==> config.mk <==
export PLATFORM = sky130hd
export DESIGN_NAME = aif_pkt_builder
export DESIGN_NICKNAME = d
export VERILOG_FILES = /design/src/rtl/aif_pkg.sv /design/src/rtl/aif_cksum.sv /design/src/rtl/aif_seq.sv /design/src/rtl/aif_pkt_builder.sv
export SDC_FILE = /design/constraint.sdc
export NUM_CORES = 1
export LEC_CHECK = 0
export CAP_MARGIN = 25
export CORE_MARGIN = 2
export CORE_UTILIZATION = 51
export DETAILED_ROUTE_END_ITERATION = 6
export DONT_BUFFER_PORTS = 1
export PLACE_DENSITY = 0.72
export SLEW_MARGIN = 20
export SYNTH_ARGS = -nofsm -noshare
export SYNTH_HDL_FRONTEND = slang
export SYNTH_SLANG_ARGS = --single-unit
==> constraint.sdc <==
create_clock -name clk -period 3.4 [get_ports clk]
set_input_delay 0.68 -clock clk [delete_from_list [all_inputs] [get_ports clk]]
set_output_delay 0.68 -clock clk [all_outputs]
set_load 0.1 [all_outputs]
==> src/rtl/aif_pkg.sv <==
package aif_pkg;

   localparam int HDR_BYTES = 3;
   localparam int PAY_BYTES = 10;
   localparam int NUM_BYTES = HDR_BYTES + 1 + PAY_BYTES;
   localparam int IDX_W     = $clog2(NUM_BYTES);
   localparam int CKSUM_POS = HDR_BYTES;
   localparam int CHAN_POS  = HDR_BYTES + 1;
   localparam int SPK_POS   = HDR_BYTES + 4;

   localparam logic [7:0] PKT_TYPE = 8'h84;
   localparam logic [7:0] PKT_VER  = 8'h01;
   localparam logic [7:0] PKT_LEN  = 8'(PAY_BYTES);

   typedef enum logic [1:0] {ST_IDLE, ST_SUM, ST_SEND, ST_FIN} aif_state_e;

   // Raw byte at a packet position; the checksum slot reads as zero.
   function automatic logic [7:0] aif_byte(input logic [IDX_W-1:0] idx,
                                           input logic [2:0] ch_m1,
                                           input logic [7:0] spk);
      logic [7:0] b;
      case (int'(idx))
         0:        b = PKT_TYPE;
         1:        b = PKT_VER;
         2:        b = PKT_LEN;
         CHAN_POS: b = {5'b00000, ch_m1};
         SPK_POS:  b = spk;
         default:  b = 8'h00;
      endcase
      return b;
   endfunction

endpackage

==> src/rtl/aif_cksum.sv <==
module aif_cksum
   import aif_pkg::*;
#(
   parameter bit SERIAL_SUM = 1'b1
) (
   input  logic             clk,
   input  logic             rst,
   input  logic             clr,
   input  logic             acc_en,
   input  logic [7:0]       byte_in,
   input  logic [2:0]       ch_m1,
   input  logic [7:0]       spk,
   output logic [7:0]       cksum
);

   generate
      if (SERIAL_SUM) begin : g_serial
         logic [7:0] sum_q;
         always_ff @(posedge clk) begin
            if (rst || clr) sum_q <= 8'h00;
            else if (acc_en) sum_q <= sum_q + byte_in;
         end
         assign cksum = 8'h00 - sum_q;
      end else begin : g_parallel
         logic [7:0] sum_c;
         always_comb begin
            sum_c = 8'h00;
            for (int i = 0; i < NUM_BYTES; i++)
               sum_c = sum_c + aif_byte(IDX_W'(i), ch_m1, spk);
         end
         assign cksum = 8'h00 - sum_c;
      end
   endgenerate

endmodule

==> src/rtl/aif_seq.sv <==
module aif_seq
   import aif_pkg::*;
#(
   parameter bit SERIAL_SUM = 1'b1
) (
   input  logic             clk,
   input  logic             rst,
   input  logic             start,
   output logic             load,
   output logic             acc_en,
   output logic             send,
   output logic             fin,
   output logic [IDX_W-1:0] idx
);

   localparam logic [IDX_W-1:0] LAST = IDX_W'(NUM_BYTES - 1);

   aif_state_e       state_q;
   logic [IDX_W-1:0] idx_q;

   always_ff @(posedge clk) begin
      if (rst) begin
         state_q <= ST_IDLE;
         idx_q   <= '0;
      end else begin
         case (state_q)
            ST_IDLE: if (start) begin
               idx_q   <= '0;
               state_q <= SERIAL_SUM ? ST_SUM : ST_SEND;
            end
            ST_SUM: if (idx_q == LAST) begin
               idx_q   <= '0;
               state_q <= ST_SEND;
            end else begin
               idx_q <= idx_q + 1'b1;
            end
            ST_SEND: if (idx_q == LAST) begin
               idx_q   <= '0;
               state_q <= ST_FIN;
            end else begin
               idx_q <= idx_q + 1'b1;
            end
            default: state_q <= ST_IDLE;
         endcase
      end
   end

   assign load   = (state_q == ST_IDLE) && start;
   assign acc_en = (state_q == ST_SUM);
   assign send   = (state_q == ST_SEND);
   assign fin    = (state_q == ST_FIN);
   assign idx    = idx_q;


   sum_advance_chk: assert property (@(posedge clk) disable iff (rst)
      (state_q == ST_SUM && idx_q != LAST) |=> (state_q == ST_SUM && idx_q == $past(idx_q) + 1'b1));


   busy_start_ignored_chk: assert property (@(posedge clk) disable iff (rst)
      (state_q == ST_SEND && start) |=> (state_q != ST_SUM && state_q != ST_IDLE));


   fin_to_idle_chk: assert property (@(posedge clk) disable iff (rst)
      (state_q == ST_FIN) |=> (state_q == ST_IDLE));

endmodule

==> src/rtl/aif_pkt_builder.sv <==
module aif_pkt_builder
   import aif_pkg::*;
#(
   parameter int DATA_W     = 8,
   parameter int CNT_W      = 4,
   parameter bit SERIAL_SUM = 1'b1
) (
   input  logic              clk,
   input  logic              rst,
   input  logic              start,
   input  logic [CNT_W-1:0]  ch_count,
   input  logic [DATA_W-1:0] alloc_code,
   output logic [DATA_W-1:0] wr_data,
   output logic              wr_en,
   output logic              done
);

   localparam int CHK_W = $clog2(NUM_BYTES + 1);

   generate
      if (DATA_W != 8) begin : g_bad_data_w
         $error("aif_pkt_builder: DATA_W must be 8");
      end
      if (CNT_W < 4) begin : g_bad_cnt_w
         $error("aif_pkt_builder: CNT_W must hold the value 8");
      end
   endgenerate

   logic             load, acc_en, send, fin;
   logic [IDX_W-1:0] idx;
   logic [CNT_W-1:0] ch_q;
   logic [7:0]       spk_q;
   logic [2:0]       ch_m1;
   logic [7:0]       raw_byte, cksum, out_byte;

   aif_seq #(.SERIAL_SUM(SERIAL_SUM)) u_seq (
      .clk(clk), .rst(rst), .start(start),
      .load(load), .acc_en(acc_en), .send(send), .fin(fin), .idx(idx)
   );

   always_ff @(posedge clk) begin
      if (rst) begin
         ch_q  <= '0;
         spk_q <= '0;
      end else if (load) begin
         ch_q  <= ch_count;
         spk_q <= alloc_code;
      end
   end

   assign ch_m1    = 3'(ch_q - CNT_W'(1));
   assign raw_byte = aif_byte(idx, ch_m1, spk_q);

   aif_cksum #(.SERIAL_SUM(SERIAL_SUM)) u_cksum (
      .clk(clk), .rst(rst), .clr(load), .acc_en(acc_en),
      .byte_in(raw_byte), .ch_m1(ch_m1), .spk(spk_q), .cksum(cksum)
   );

   assign out_byte = (int'(idx) == CKSUM_POS) ? cksum : raw_byte;

   logic [7:0] wr_data_q;
   logic       wr_en_q, done_q;

   always_ff @(posedge clk) begin
      if (rst) begin
         wr_en_q   <= 1'b0;
         wr_data_q <= '0;
         done_q    <= 1'b0;
      end else begin
         wr_en_q   <= send;
         wr_data_q <= send ? out_byte : 8'h00;
         done_q    <= fin;
      end
   end

   assign wr_data = wr_data_q;
   assign wr_en   = wr_en_q;
   assign done    = done_q;

   // Checker state: bytes and running sum of the packet on the output port
   logic [CHK_W-1:0] chk_cnt;
   logic [7:0]       chk_sum;
   always_ff @(posedge clk) begin
      if (rst || done_q) begin
         chk_cnt <= '0;
         chk_sum <= 8'h00;
      end else if (wr_en_q) begin
         chk_cnt <= chk_cnt + 1'b1;
         chk_sum <= chk_sum + wr_data_q;
      end
   end


   reset_idle_chk: assert property (@(posedge clk)
      rst |=> (!wr_en_q && !done_q));


   header_first_chk: assert property (@(posedge clk) disable iff (rst)
      (wr_en_q && chk_cnt == '0) |-> (wr_data_q == PKT_TYPE));


   sum_zero_chk: assert property (@(posedge clk) disable iff (rst)
      done_q |-> (chk_sum == 8'h00));


   byte_count_chk: assert property (@(posedge clk) disable iff (rst)
      done_q |-> (chk_cnt == CHK_W'(NUM_BYTES)));


   done_pulse_chk: assert property (@(posedge clk) disable iff (rst)
      done_q |=> !done_q);


   done_no_strobe_chk: assert property (@(posedge clk) disable iff (rst)
      done_q |-> !wr_en_q);

endmodule

; ---- Word-level counts from Yosys, hierarchy flattened
; Cells that the tools add are included.
[word_totals]
elab_cells = 43
register_bits = 35
out_inout_bits = 10
inputBits = 15
[op_classes]
reduce_logical = 9
n_eq_ne = 12
n_bitwise = 1
mux = 9
n_addsub = 4
[op_table]
columns = cell, count
row1 = 8-bit case mux with 5 select lines, 1
row2 = "4-bit by 3-bit == test with 1-bit output, second input constant", 3
row3 = 8-bit adder, 1
row4 = 4-bit 2-to-1 mux, 2
row5 = 8-bit 2-to-1 mux, 1
row6 = 4-bit case mux with 2 select lines, 1
row7 = "1-bit by 8-bit subtractor with 8-bit output, first input constant", 1
row8 = 2-bit 2-to-1 mux, 3
row9 = 2-bit case mux with 3 select lines, 1
row10 = "4-bit by 1-bit adder with 4-bit output, second input constant", 1
row11 = "2-bit == test, second input constant", 2
row12 = "4-bit by 1-bit == test with 1-bit output, second input constant", 1
row13 = "4-bit by 2-bit == test with 1-bit output, second input constant", 1
row14 = "4-bit == test, second input constant", 1
row15 = 4-bit zero test, 1
row16 = "2-bit by 1-bit inequality test with 1-bit output, second input constant", 2
row17 = 2-bit OR reduction, 2
row18 = 3-bit AND reduction, 1
row19 = "3-bit by 1-bit subtractor with 3-bit output, second input constant", 1
row20 = "2-bit by 1-bit == test with 1-bit output, second input constant", 1
row21 = 2-bit zero test, 1
row22 = "2-bit inequality test, second input constant", 1
row23 = 2-bit AND reduction, 1
row24 = 2-bit nonzero test, 1
row25 = 3 further kinds, 3

; ---- Depth between registers and ports, before layout
[depth]
word_depth = 4
ltp_mapped = 13
ltp_nobuf = 13

; ---- Hierarchy
; Synthesis repeated with hierarchy kept, for this count alone.
[hier_totals]
cells_unflattened = 238
area_unflattened_um2 = 2104.5
[by_module_without_submodules]
columns = module, cells_per_inst, instances, area_per_inst_um2, seq_area_each_um2
row1 = aif_pkt_builder, 107, 1, 993.5, 420.4
row2 = aif_cksum, 85, 1, 713.2, 160.2
row3 = aif_seq, 46, 1, 397.9, 120.1

; ---- Least setup slack after synthesis
; No wires, ideal clock.
[synth_timing]
kind = register -> register
from = register u_seq.idx_q[2] (netlist: u_seq.idx[2])
to = register u_cksum.g_serial.sum_q[6]
t_arrival_ns = 2.303
path_buffers = 2
synth_period_minus_slack_ns = 2.365
required_ns = 3.338
path_stages_with_launch = 14
slack_ns = 1.035
cell_sequence = dfxtp_1 > buf_6 > buf_2 > o21ai_0 > nand2_1 > a21oi_1 > ha_1 > inv_1 > fa_1 > nor2b_1 > o21a_1 > o211ai_1 > a2111o_1 > nand3_1
[synth_between]
elab_chain_cells = 3
[synth_rtl]
columns = element, line
row1 = start: declaration, aif_seq.sv:19  ; logic [IDX_W-1:0] idx_q;
row2 = start signal: assignment, aif_seq.sv:35  ; idx_q <= idx_q + 1'b1;
row3 = start signal: assignment, aif_seq.sv:41  ; idx_q <= idx_q + 1'b1;
row4 = 4-bit by 3-bit == test with 1-bit output (tied with other cells), aif_pkg.sv:22  ; case (int'(idx))
row5 = 8-bit case mux with 5 select lines *, aif_pkg.sv:22
row6 = 8-bit adder *, aif_cksum.sv:21  ; else if (acc_en) sum_q <= sum_q + byte_in;
row7 = end signal: assignment, aif_cksum.sv:21
row8 = end: declaration, aif_cksum.sv:18  ; logic [7:0] sum_q;
; Every way passes the cells marked *; elsewhere a longest branch is shown, timed or not.
; A chain may end at the register's enable or synchronous reset.

; ---- Worst setup path after layout
; Same ends and word-level chain as after synthesis.

==> impl_results.md <==
* Outcome: completed
* Die area at approximately 4200 um^2
* Critical path class: reg2reg
* Largest net degree at the start of global routing at 22
* Die H at 65.1 um
* Final Hold Fails at 0
* Area Overhead vs Synth at 6.30%
* Starting DRT DRC Count at a little over 80
* Top_reg_cell synth: dfxtp_1
* Clk pin slew, worst setup/hold paths at ~0.070 ns
* Crit path max-delay family: compound AO/OA/AOI/OAI gates
* Crit path max-delay cell type: dfxtp_1
* PD cells at ~730 nW/um^2
* Clock power frac at 26.3%
* Place WS at slightly above 0.7 ns
* FF/Latch Area at about 700 um^2
* EDFF count, synth at 0
* Sequential fraction of the synthesis area at 36.8%
* Via-to-Cell Ratio at around 5.5
* Post-Syn Instances at approximately 250
* Initial antenna violation count at 0
* Clk sinks at 35
* Max incr delay on CP at between 0.6 and 0.7 ns
* Vias in the first global route at roughly 1500
* Final instance count without filler cells at 289
* Syn nets at roughly 270
* Setup crit end kind: register
* Most common cell after layout, fill and taps aside: nand2_1
* Number of buffers created by CTS at 5
* Switching power total at roughly 570 uW
* Port Buffers at 0
* Drt drc at 0
* Final min period at between 2 and 3 ns
* Total routed wirelength at 3720 um
* Critical path buffers and inverters at 1
* Hold WC Path Type: reg2reg
* DP Cell Count at approximately 280
* Synth Area per Inst at slightly below 8 um^2
* Gr usage total at roughly a fifth
* Area of the multi-input gates at between 1000 and 1500 um^2
* Hold slack at 0.447 ns
* Critical path, cell by cell: nand3_1 -> o21ai_0 -> nand2_1 -> a21oi_1 -> ha_1 -> inv_1 -> fa_1 -> nor2b_1 -> o21a_1 -> o211ai_1 -> a2111o_1 -> nand3_1
* Antenna Cells at 0
* First-pass GRT wire length at about 6400 um
* Post-CTS Hold Buffers at 0
* Total number of vias at 1584
* MaxCap Viol Count at 0
* CP Data Arrival Time at around 3.0 ns
* Starting density of the core at 52.4%
* Nets at about 270
* Leakage at approximately 0.81 nW
* Worst-Margin Slew at 0.934 ns
* Avg WL per Cell at approximately 13 um
* DRT Pass-1 Iters at 4
* Cell Int Power at 905 uW
* YS warnings at 0
* Cell mode on critical path: nand3_1
* Resized cells post-CTS at 0
* Required @ worst endpoint at roughly 3.6 ns
* Max_slew headroom at a little under two fifths
* Fin crit share at about four fifths
* Critical path fanouts, max at 17
* Share of cells above drive strength 1 at about 4.1%
* Setup Buffers After CTS at 0
* Switch share at just under 40%
* Part of the power in registers at 40.1%
* Final setup fails at 0
* Slew Viols, Final at 0
* Logic pwr share at 33.6%
* Post-route ant nets at 0
* RSZ-0062 raised after global routing: false
* Startpoint types: register
* VDD IR max at ~0.38 mV
* Yosys cell types at 42
* CTS tree: done
* Root buf cell: clkbuf_8
* Mapped Area at 1910 um^2
* Final worst slack at just under 0.7 ns
* Fillers at approximately 350
* Io pins at 25
* Max frequency at approximately 0.37 GHz
* H-tree depth at 2
* DP HPWL at around 2800 um
* Grt ovf at 0
* Most frequent cells in the layout: nand2_1, dfxtp_1, a21oi_1, nor2_1, inv_1
* Core Footprint at 3630 um^2
* Worst-case clock buffer depth at 2
* Pwr Total at 1.47 mW
* Setup TNS at 0 ns
* Asr flop ratio synth at 0%
* # rows at 22
* Clk_lat worst skew at ~0.29 ns
* Skew final at approximately 0.0059 ns
* Placer congestion estimate at roughly 0.9
* FF+latch count, synth at 35
* DIE WIDTH at around 65 um
## cells in the mapped netlist, types with 2 or more instances
master / n / share of area (%)
a2bb2oi_1: 3 / 1.4
nor3_1: 4 / 1.1
a31oi_1: 2 / 0.66
nand2_1: 42 / 8.3
nand3_1: 11 / 2.9
xor2_1: 4 / 1.8
nor3b_1: 2 / 0.79
nand2b_1: 3 / 0.99
buf_2: 4 / 1.1
mux2i_1: 3 / 1.6
a21oi_1: 28 / 7.4
o211ai_1: 2 / 0.79
nor2b_1: 2 / 0.66
dfxtp_1: 35 / 37
inv_1: 15 / 3.0
ha_1: 13 / 8.5
buf_1: 2 / 0.39
and2_1: 4 / 1.3
a211oi_1: 2 / 0.79
clkbuf_1: 5 / 0.99
nor2_1: 25 / 4.9
xnor2_1: 6 / 2.8
or3_1: 2 / 0.66
o21ai_0: 7 / 1.8
o21a_1: 2 / 0.79
## routing by layer
layer	up-vias	GRT usage [%]	part of all wire (%)
met2	31	32.3	48
met5	-	0	0
met1	731	24.2	45
li1	817	-	-
met3	5	5.14	5.6
met4	0	7.55	1.2
## sequential cells by signal (all words and copies together), names as in the netlist
name and cells:
u_seq.state_q 2, ch_q 3, u_seq.idx 4, u_cksum.g_serial.sum_q 8, wr_data 8, done 1
spk_q 8, wr_en 1
## metrics by stage
step,util [%],area (um^2)
after floorplan,-,1910
after global placement,52.5,1910
after detailed placement,52.5,1910
after CTS,55.8,2030
after global routing,55.8,2030
final,55.8,2030
## power groups by stage
stage	logic (mW)	clock network (mW)	registers [mW]
2_1_floorplan	0.434	0	0.573
3_3_place_gp	0.481	0	0.598
3_5_place_dp	0.492	0	0.600
4_1_cts	0.495	0.396	0.590
5_1_grt	0.566	0.414	0.602
6_report	0.494	0.386	0.590
## final timing paths
kind	startpoint	endpoint	slack (ns)	cells past startpoint
worst max register to register	u_seq.idx[2]$_SDFFE_PP0P_	u_cksum.g_serial.sum_q[6]$_SDFFE_PP0P_	0.68	12
worst min-delay path	spk_q[4]$_SDFFE_PP0P_	spk_q[4]$_SDFFE_PP0P_	0.45	2
worst max-delay path	u_seq.idx[2]$_SDFFE_PP0P_	u_cksum.g_serial.sum_q[6]$_SDFFE_PP0P_	0.68	12
worst min register to register	spk_q[4]$_SDFFE_PP0P_	spk_q[4]$_SDFFE_PP0P_	0.45	2
## worst reg2reg max path: cells and delay by family (launching register included)
kind / cells / cell delay [ns]
AO/OA/AOI/OAI: 5 / 0.95
adder cells (fa/ha/maj): 2 / 0.61
buffers and inverters: 1 / 0.06
flip-flops: 1 / 0.63
AND/OR/NAND/NOR: 4 / 0.40
## cell families (layout without fill, tap and decap cells)
group | after synthesis | in the layout | share of synthesized area [%]
flops | 35 | 35 | 36.8
fa+ha+maj | 14 | 14 | 9.59
mux | 3 | 3 | 1.58
simple gates | 101 | 101 | 23.9
compound gates | 55 | 55 | 17.6
xor+xnor | 10 | 10 | 4.60
buf+inv | 27 | 23 | 5.98
## area by class of cell
class,instances,share of cell area (%)
Clock buffer,6,4.08
Clock inverter,2,1.73
Inverter,15,2.78
Tap cell,48,2.96
Multi-Input combinational cell,183,53.9
Sequential cell,35,34.6
(Power assumes the default switching activity.)
